## config.mk

```make
export PLATFORM = sky130hd
export DESIGN_NAME = async_rescan_sched
export DESIGN_NICKNAME = d
export VERILOG_FILES = /design/src/rtl/arsched_pkg.sv /design/src/rtl/arsched_slot_table.sv /design/src/rtl/arsched_budget.sv /design/src/rtl/arsched_scan.sv /design/src/rtl/arsched_irq.sv /design/src/rtl/async_rescan_sched.sv
export SDC_FILE = /design/constraint.sdc
export NUM_CORES = 1
export LEC_CHECK = 0
export ABC_AREA = 1
export BUFFER_PORTS_ARGS = -buffer_cell sky130_fd_sc_hd__buf_4
export CAP_MARGIN = 20
export CORE_MARGIN = 2
export CORE_UTILIZATION = 39
export CTS_CLUSTER_SIZE = 20
export DETAILED_ROUTE_END_ITERATION = 12
export GPL_ROUTABILITY_DRIVEN = 0
export PLACE_DENSITY = 0.54
export SYNTH_ARGS = -nofsm -noshare
export SYNTH_HDL_FRONTEND = slang
export SYNTH_SLANG_ARGS = --single-unit
```

## constraint.sdc

```tcl
create_clock -name clk -period 4.9 [get_ports clk]
set_clock_uncertainty 0.2 [all_clocks]
set_input_delay 0.735 -clock clk [delete_from_list [all_inputs] [get_ports clk]]
set_output_delay 0.735 -clock clk [all_outputs]
set_load 0.005 [all_outputs]
```

## src/rtl/arsched_pkg.sv

```systemverilog
package arsched_pkg;
  typedef enum logic {PH_FIRST = 1'b0, PH_RESCAN = 1'b1} phase_t;
endpackage

```

## src/rtl/arsched_slot_table.sv

```systemverilog
module arsched_slot_table #(
  parameter int NUM_SLOTS = 8,
  parameter int CNT_W = 16,
  parameter int TIME_W = 16,
  localparam int SLOT_W = $clog2(NUM_SLOTS)
) (
  input  logic              clk,
  input  logic              rst,
  input  logic              ld_en,
  input  logic [SLOT_W-1:0] ld_slot,
  input  logic [CNT_W-1:0]  ld_bytes,
  input  logic [TIME_W-1:0] ld_pkt,
  input  logic              busy,
  input  logic [SLOT_W-1:0] busy_slot,
  input  logic              cmp_en,
  input  logic [CNT_W-1:0]  cmp_bytes,
  input  logic              cmp_err,
  input  logic [SLOT_W-1:0] rd_slot,
  output logic              rd_active,
  output logic [CNT_W-1:0]  rd_count,
  output logic [TIME_W-1:0] rd_pkt
);
  logic              act [NUM_SLOTS];
  logic [CNT_W-1:0]  cnt [NUM_SLOTS];
  logic [TIME_W-1:0] pkt [NUM_SLOTS];

  for (genvar i = 0; i < NUM_SLOTS; i++) begin : g_slot
    logic hit_ld, hit_cmp, drain;
    // a load to the slot in flight is dropped; completion always targets that slot
    assign hit_ld  = ld_en && (ld_slot == SLOT_W'(i)) && !(busy && busy_slot == SLOT_W'(i));
    assign hit_cmp = cmp_en && (busy_slot == SLOT_W'(i));
    assign drain   = cmp_bytes >= cnt[i];

    always_ff @(posedge clk) begin
      if (rst)                            act[i] <= 1'b0;
      else if (hit_ld)                    act[i] <= (ld_bytes != '0);
      else if (hit_cmp && (cmp_err || drain)) act[i] <= 1'b0;
    end

    always_ff @(posedge clk) begin
      if (hit_ld) begin
        cnt[i] <= ld_bytes;
        pkt[i] <= ld_pkt;
      end else if (hit_cmp) begin
        cnt[i] <= drain ? '0 : cnt[i] - cmp_bytes;
      end
    end
  end

  assign rd_active = act[rd_slot];
  assign rd_count  = cnt[rd_slot];
  assign rd_pkt    = pkt[rd_slot];
endmodule

```

## src/rtl/arsched_budget.sv

```systemverilog
module arsched_budget #(
  parameter int TIME_W = 16
) (
  input  logic [TIME_W-1:0] time_left,
  input  logic [TIME_W-1:0] guard_time,
  input  logic [TIME_W-1:0] pkt_time,
  output logic              fits
);
  logic [TIME_W:0] need;
  assign need = {1'b0, guard_time} + {1'b0, pkt_time};
  assign fits = {1'b0, time_left} >= need;
endmodule

```

## src/rtl/arsched_scan.sv

```systemverilog
module arsched_scan
  import arsched_pkg::*;
#(
  parameter int NUM_SLOTS = 8,
  parameter int CNT_W = 16,
  localparam int SLOT_W = $clog2(NUM_SLOTS),
  localparam logic [SLOT_W-1:0] LAST = SLOT_W'(NUM_SLOTS - 1)
) (
  input  logic              clk,
  input  logic              rst,
  input  logic              sof,
  input  logic              cand_active,
  input  logic              cand_fits,
  input  logic [CNT_W-1:0]  cand_count,
  input  logic              done_valid,
  output logic [SLOT_W-1:0] ptr,
  output logic              req_valid,
  output logic [SLOT_W-1:0] req_slot,
  output logic [CNT_W-1:0]  req_bytes,
  output logic              pass_end
);
  phase_t phase;
  logic   idle;

  assign idle     = !req_valid && !sof;
  assign pass_end = idle && (phase == PH_FIRST) && (ptr == LAST);

  always_ff @(posedge clk) begin
    if (rst) begin
      ptr       <= '0;
      phase     <= PH_FIRST;
      req_valid <= 1'b0;
      req_slot  <= '0;
      req_bytes <= '0;
    end else begin
      if (req_valid && done_valid) req_valid <= 1'b0;
      if (sof) begin
        ptr   <= '0;
        phase <= PH_FIRST;
      end else if (!req_valid) begin
        if (cand_active && cand_fits) begin
          req_valid <= 1'b1;
          req_slot  <= ptr;
          req_bytes <= cand_count;
        end
        ptr <= (ptr == LAST) ? '0 : ptr + 1'b1;
        if (pass_end) phase <= PH_RESCAN;
      end
    end
  end
endmodule

```

## src/rtl/arsched_irq.sv

```systemverilog
module arsched_irq (
  input  logic clk,
  input  logic rst,
  input  logic set_evt,
  input  logic enable,
  input  logic clear,
  output logic flag
);
  always_ff @(posedge clk) begin
    if (rst)                     flag <= 1'b0;
    else if (set_evt && enable)  flag <= 1'b1;
    else if (clear)              flag <= 1'b0;
  end
endmodule

```

## src/rtl/async_rescan_sched.sv

```systemverilog
module async_rescan_sched #(
  parameter int NUM_SLOTS = 8,
  parameter int CNT_W = 16,
  parameter int TIME_W = 16,
  localparam int SLOT_W = $clog2(NUM_SLOTS)
) (
  input  logic              clk,
  input  logic              rst,
  input  logic              sof,
  input  logic              ld_valid,
  input  logic [SLOT_W-1:0] ld_slot,
  input  logic [CNT_W-1:0]  ld_bytes,
  input  logic [TIME_W-1:0] ld_pkt_time,
  input  logic [TIME_W-1:0] time_left,
  input  logic [TIME_W-1:0] guard_time,
  input  logic              irq_en,
  input  logic              irq_clr,
  output logic              req_valid,
  output logic [SLOT_W-1:0] req_slot,
  output logic [CNT_W-1:0]  req_bytes,
  input  logic              done_valid,
  input  logic [CNT_W-1:0]  done_bytes,
  input  logic              done_err,
  output logic              async_irq
);
  logic [SLOT_W-1:0] ptr;
  logic              cand_active, cand_fits, pass_end;
  logic [CNT_W-1:0]  cand_count;
  logic [TIME_W-1:0] cand_pkt;

  arsched_slot_table #(.NUM_SLOTS(NUM_SLOTS), .CNT_W(CNT_W), .TIME_W(TIME_W)) u_table (
    .clk(clk), .rst(rst),
    .ld_en(ld_valid), .ld_slot(ld_slot), .ld_bytes(ld_bytes), .ld_pkt(ld_pkt_time),
    .busy(req_valid), .busy_slot(req_slot),
    .cmp_en(req_valid && done_valid), .cmp_bytes(done_bytes), .cmp_err(done_err),
    .rd_slot(ptr), .rd_active(cand_active), .rd_count(cand_count), .rd_pkt(cand_pkt)
  );

  arsched_budget #(.TIME_W(TIME_W)) u_budget (
    .time_left(time_left), .guard_time(guard_time), .pkt_time(cand_pkt), .fits(cand_fits)
  );

  arsched_scan #(.NUM_SLOTS(NUM_SLOTS), .CNT_W(CNT_W)) u_scan (
    .clk(clk), .rst(rst), .sof(sof),
    .cand_active(cand_active), .cand_fits(cand_fits), .cand_count(cand_count),
    .done_valid(done_valid), .ptr(ptr),
    .req_valid(req_valid), .req_slot(req_slot), .req_bytes(req_bytes), .pass_end(pass_end)
  );

  arsched_irq u_irq (
    .clk(clk), .rst(rst), .set_evt(pass_end), .enable(irq_en), .clear(irq_clr), .flag(async_irq)
  );
endmodule

```

### Yosys cells after proc, flatten, opt, wreduce, memory -nomap -nowiden

Memories as Yosys holds them, arrays and structs flattened. A register that Yosys moved wholly into a read port is not among the register bits.
Index checks and enable logic that the tools add are counted.

* register bits after elaboration: 9
* bits in latches: 0
* memories kept: 3
* output and inout bits: 21
* memory bits (read-only): 0
* word-level logic and storage cells: 301
* input port bits: 91
* bits in writable memories: 264

Memory list
* u_table.cnt: depth 8, bits a word 16, read ports 9, clocked after memory_dff 1, write ports 8, RTL line arsched_slot_table.sv:24 `logic [CNT_W-1:0] cnt [NUM_SLOTS];`
* u_table.pkt: depth 8, bits a word 16, read ports 1, clocked after memory_dff 1, write ports 1, RTL line arsched_slot_table.sv:25 `logic [TIME_W-1:0] pkt [NUM_SLOTS];`
* u_table.act: depth 8, bits a word 1, read ports 1, clocked after memory_dff 1, write ports 8, RTL line arsched_slot_table.sv:23 `logic act [NUM_SLOTS];`

* reduce and logical (&&, ||, !) cells: 78
* add/sub/neg operators: 10
* mux-type cells: 154
* bitwise operators: 27
* equality and inequality tests: 15
* divide/modulo/power cells: 0
* $mul: 0
* $lt $le $gt $ge: 9
* shift operators: 0

Operators with widths (number)
* $mux W16: 23
* $ge A16 B16 Y1: 8
* $sub A16 B16 Y16: 8
* $mux W1: 119
* $reduce_or A16 Y1: 7
* $logic_and A1 B1 Y1: 46
* $mux W3: 12
* $eq A3 B3 Y1 const B: 9
* $or A1 B1 Y1: 24
* $add A16 B16 Y17: 1
* $ge A16 B17 Y1: 1
* $reduce_bool A16 Y1: 1
* $eq A3 B2 Y1 const B: 4
* $logic_not A1 Y1: 10
* $logic_or A1 B1 Y1: 8
* $eq A3 B1 Y1 const B: 2
* $logic_not A3 Y1: 2
* $add A3 B1 Y3 const B: 1
* $not A1 Y1: 3
* $reduce_and A3 Y1: 1
* $reduce_and A2 Y1: 1
* $reduce_bool A2 Y1: 1
* $reduce_or A2 Y1: 1

### Longest topological paths before layout

* depth in word-level cells: 14
* depth in mapped cells: 31
* depth with buffers taken out: 28

### By module

A second synthesis with hierarchy kept.

* cell total of the unflattened synthesis: 2887
* area, all modules: 21834.7 um2

By module, submodules not included
* arsched_slot_table: cells an instance 2534, area an instance 19492.4 um2, times used 1
* arsched_budget: cells an instance 195, area an instance 1196.1 um2, times used 1
* arsched_scan: cells an instance 151, area an instance 1098.6 um2, times used 1
* arsched_irq: cells an instance 5, area an instance 40.0 um2, times used 1
* async_rescan_sched: cells an instance 2, area an instance 7.5 um2, times used 1

### Least setup slack after synthesis

OpenSTA, ideal clock, no wires.

* kind: register to register
* start point: register with a tool-made name
* end point: register u_scan.req_slot[0]
* arrival: 3.839 ns
* required time: 4.585 ns
* period minus slack after synthesis: 4.154 ns
* stages on the path, launching flop included: 28
* setup slack: 0.746 ns
* cells stage by stage: dfxtp_1 -> inv_1 -> clkbuf_1 -> clkbuf_1 -> nor2_1 -> o22ai_1 -> nor2_1 -> a31oi_1 -> ha_1 -> fa_1 -> nand2_1 -> nand2_2 -> a21oi_4 -> o31ai_4 -> a21oi_1 -> xor2_1 -> ha_1 -> inv_1 -> o31a_1 -> nand2_1 -> nand2_1 -> nand2_1 -> nand2_1 -> nand2_1 -> buf_2 -> nand3_1 -> nand2_1 -> nor2_1

RTL lines
* end signal: assignment: RTL line arsched_scan.sv:43 `req_slot <= ptr;`
* end: declaration: RTL line arsched_scan.sv:18 `output logic [SLOT_W-1:0] req_slot,`

==> results.sh <==
export IMPL_finalPower_uw=6935
export IMPL_synth_seq_area_share_pct=43.20
export IMPL_drive_gt1_share_pct=10.15
export IMPL_dieHeight_um=228.5
export IMPL_wl_um=69270
export IMPL_fmax_ghz=0.2246
export IMPL_nFillCells=4893
export IMPL_path_class="register to register"
export IMPL_pre_cts_ws_ns=0.4801
export IMPL_setup_ws_ns=0.4468
export IMPL_tightest_slew_ns=0.9882
export IMPL_fin_nets=2631
export IMPL_drtIter0Drc=1788
export IMPL_ctsRootBufferMaster="clkbuf_16"
export IMPL_grt_total_usage_pct=25.76
export IMPL_multi_input_area_mm2=0.01008
export IMPL_power_density_mw_per_mm2=309.9
export IMPL_start_util_pct=39.32
export IMPL_fin_util_pct=44.79
export IMPL_cp_data_arrival_time_ns=4.75
export IMPL_slew_headroom_pct=33.42
export IMPL_antenna_left=0
export IMPL_fp_dieW_um=228.5
export IMPL_cts_buffers=35
export IMPL_grt_max_degree=72
export IMPL_dieArea_mm2=0.05219
export IMPL_placementRows=82
export IMPL_slew_viol_final=0
export IMPL_hold_violations=0
export IMPL_final_setup_tns_ns=0
export IMPL_dr_pass1_iters=7
export IMPL_rsz0062_at_grt="no"
export IMPL_outcome="complete, no violations"
export IMPL_cts_setup_buffers=0
export IMPL_hold_path_class="primary input to register"
export IMPL_wl_per_cell_um=22.59
export IMPL_grt_pass1_wl_um=101500
export IMPL_post_cts_resized=0
export IMPL_cts_hold_buf=0
export IMPL_h_tree_depth=2
export IMPL_routed_via_density=5.696
export IMPL_synth_fp_nets=2524
export IMPL_syn_area_per_cell_um2=8.686
export IMPL_antenna_found_initial=1
export IMPL_port_buffers=111
export IMPL_grt_overflow=0
export IMPL_grt_pass1_vias=16520
export IMPL_diodes=0
export IMPL_rrSetupSlack_ns=0.45
export IMPL_end_kind="register"
export IMPL_period_share_pct=90.88
export IMPL_leakage_uw=0.009259
export IMPL_cp_start_kind="register"
export IMPL_yosysWarnings=0
export IMPL_ir_worst_vdd_uv=211.0
export IMPL_synth_seq_cells=292
export IMPL_yosysUniqueCellTypes=49
export IMPL_final_cell_mix="nand2_1, nor2_1, edfxtp_1"
export IMPL_cts_tree="yes"
export IMPL_clkLatencyLatePin_ns=0.57
export IMPL_ioPinCount=112
export IMPL_maxCapViolCount=0
export IMPL_vias=17470
export IMPL_clk_pin_slew_ns=0.06
export IMPL_seq_area_mm2=0.008491
export IMPL_place_hpwl_um=49910
export IMPL_fin_crit_ns=4.453
export IMPL_netlist_area_mm2=0.01965
export IMPL_drc=0
export IMPL_layout_commonest_cell="nand2_1"
export IMPL_cts_sink_count=292
export IMPL_setup_violations=0
export IMPL_synth_cells=2262
export IMPL_fp_coreArea_mm2=0.04997
export IMPL_clk_path_buf_depth=3
export IMPL_area_growth_pct=13.90
export IMPL_cp_data_required_time_ns=5.20
export IMPL_cp_max_fo=23
[cell usage after synthesis, drive strengths merged]
| cell | n | area share, % |
|---|---|---|
| nand2 | 356 | 6.9 |
| nor2 | 273 | 5.3 |
| edfxtp | 264 | 40 |
| o21ai | 232 | 6.1 |
| inv | 207 | 4.0 |
| a21oi | 164 | 4.2 |
| ha | 162 | 10 |
| o22ai | 127 | 4.0 |
| nand3 | 99 | 2.7 |
| xor2 | 61 | 2.7 |
| clkbuf | 54 | 1.0 |
| xnor2 | 49 | 2.2 |
| dfxtp | 28 | 2.9 |
| a21o | 24 | 0.92 |
| nor3 | 21 | 0.53 |
| buf | 20 | 0.67 |
| a31oi | 19 | 0.60 |
| nor4 | 11 | 0.35 |
| o21bai | 11 | 0.42 |
| nand4 | 10 | 0.32 |
| fa | 9 | 0.92 |
| o2111ai | 9 | 0.40 |
| a21boi | 8 | 0.31 |
| a31o | 8 | 0.36 |
| o221ai | 8 | 0.36 |
| a32o | 7 | 0.36 |
| o211ai | 7 | 0.27 |
| clkinv | 4 | 0.076 |
| a211oi | 2 | 0.076 |
| and2 | 1 | 0.032 |
| nand3b | 1 | 0.038 |
| nor2b | 1 | 0.032 |
| o21a | 1 | 0.038 |
| o31a | 1 | 0.045 |
| o31ai | 1 | 0.11 |
| o41ai | 1 | 0.083 |
| or2 | 1 | 0.032 |
[sequential cells by signal (all words and copies together) (netlist names), named ones only]
| name | cells |
|---|---|
| u_table.cnt | 128 |
| u_table.pkt | 128 |
| u_scan.req_bytes | 16 |
| u_table.act | 8 |
| u_scan.ptr | 3 |
| u_scan.req_slot | 3 |
| u_irq.flag | 1 |
| u_scan.phase | 1 |
| u_scan.req_valid | 1 |
[area by class of cell]
| class | count | share of cell area (%) |
|---|---|---|
| inverter | 211 | 3.539 |
| clock inverter | 21 | 0.8778 |
| sequential | 292 | 37.94 |
| tap | 672 | 3.757 |
| timing repair buffer | 144 | 4.831 |
| clock buffer | 42 | 4.031 |
| multi-input combinational | 1685 | 45.02 |
[metrics by stage]
step	hold WS [ns]	instance area (um^2)	std cells
floorplan	0.2311	19650	2262
global placement	0.2469	21280	3004
detailed placement	0.2729	21280	3004
CTS	0.1747	22380	3067
global route	0.1878	22380	3067
finish	0.2020	22380	3067
[layer usage]
metal	wire [um]	track usage (%)
met1	29730	35.63
met2	31190	40.98
met3	5983	4.379
met4	2370	8.456
met5	9	0
[worst max-delay path, cell delays in order (launching register included)]
cell and delay (ns):
dfxtp_1 0.31, buf_4 0.16, inv_1 0.08, buf_4 0.21, o21ai_0 0.13, o22ai_1 0.12, nor2_1 0.05, a31oi_1 0.41
ha_1 0.26, inv_1 0.10, nor4_1 0.39, nand3_1 0.15, nand4_1 0.17, xor2_1 0.09, ha_1 0.27, inv_1 0.05
o31a_1 0.28, nand2_1 0.06, nand2_1 0.04, nand2_1 0.05, nand2_1 0.04, nand2_1 0.05, buf_4 0.26, nand2_8 0.16
nand2_1 0.12, nand2_1 0.06, nor2_1 0.10
[logic make-up (layout without fill, tap and decap cells)]
family,Yosys count,after routing,share of synthesized area (%)
simple gates,774,774,16.25
compound gates,630,630,18.68
flops,292,292,43.20
buf+inv,285,418,5.731
fa+ha+maj,171,171,11.23
xor+xnor,110,110,4.904
[power by group]
part	switching, uW	total, uW	internal, uW
logic	949	1490	542
clock network	1150	2590	1440
registers	49.0	2860	2810
total	2140	6940	4790
[path summary, 6_finish.rpt]
check | from | endpoint | cells after the start
hold reg to reg | u_scan.phase | u_scan.phase | 2
setup / recovery | register | u_scan.req_bytes[5] | 26
hold / removal | ld_pkt_time[11] | u_table.pkt[7][11] | 1
setup reg to reg | register | u_scan.req_bytes[5] | 26
No activity file was read; power rests on OpenSTA's default activity.
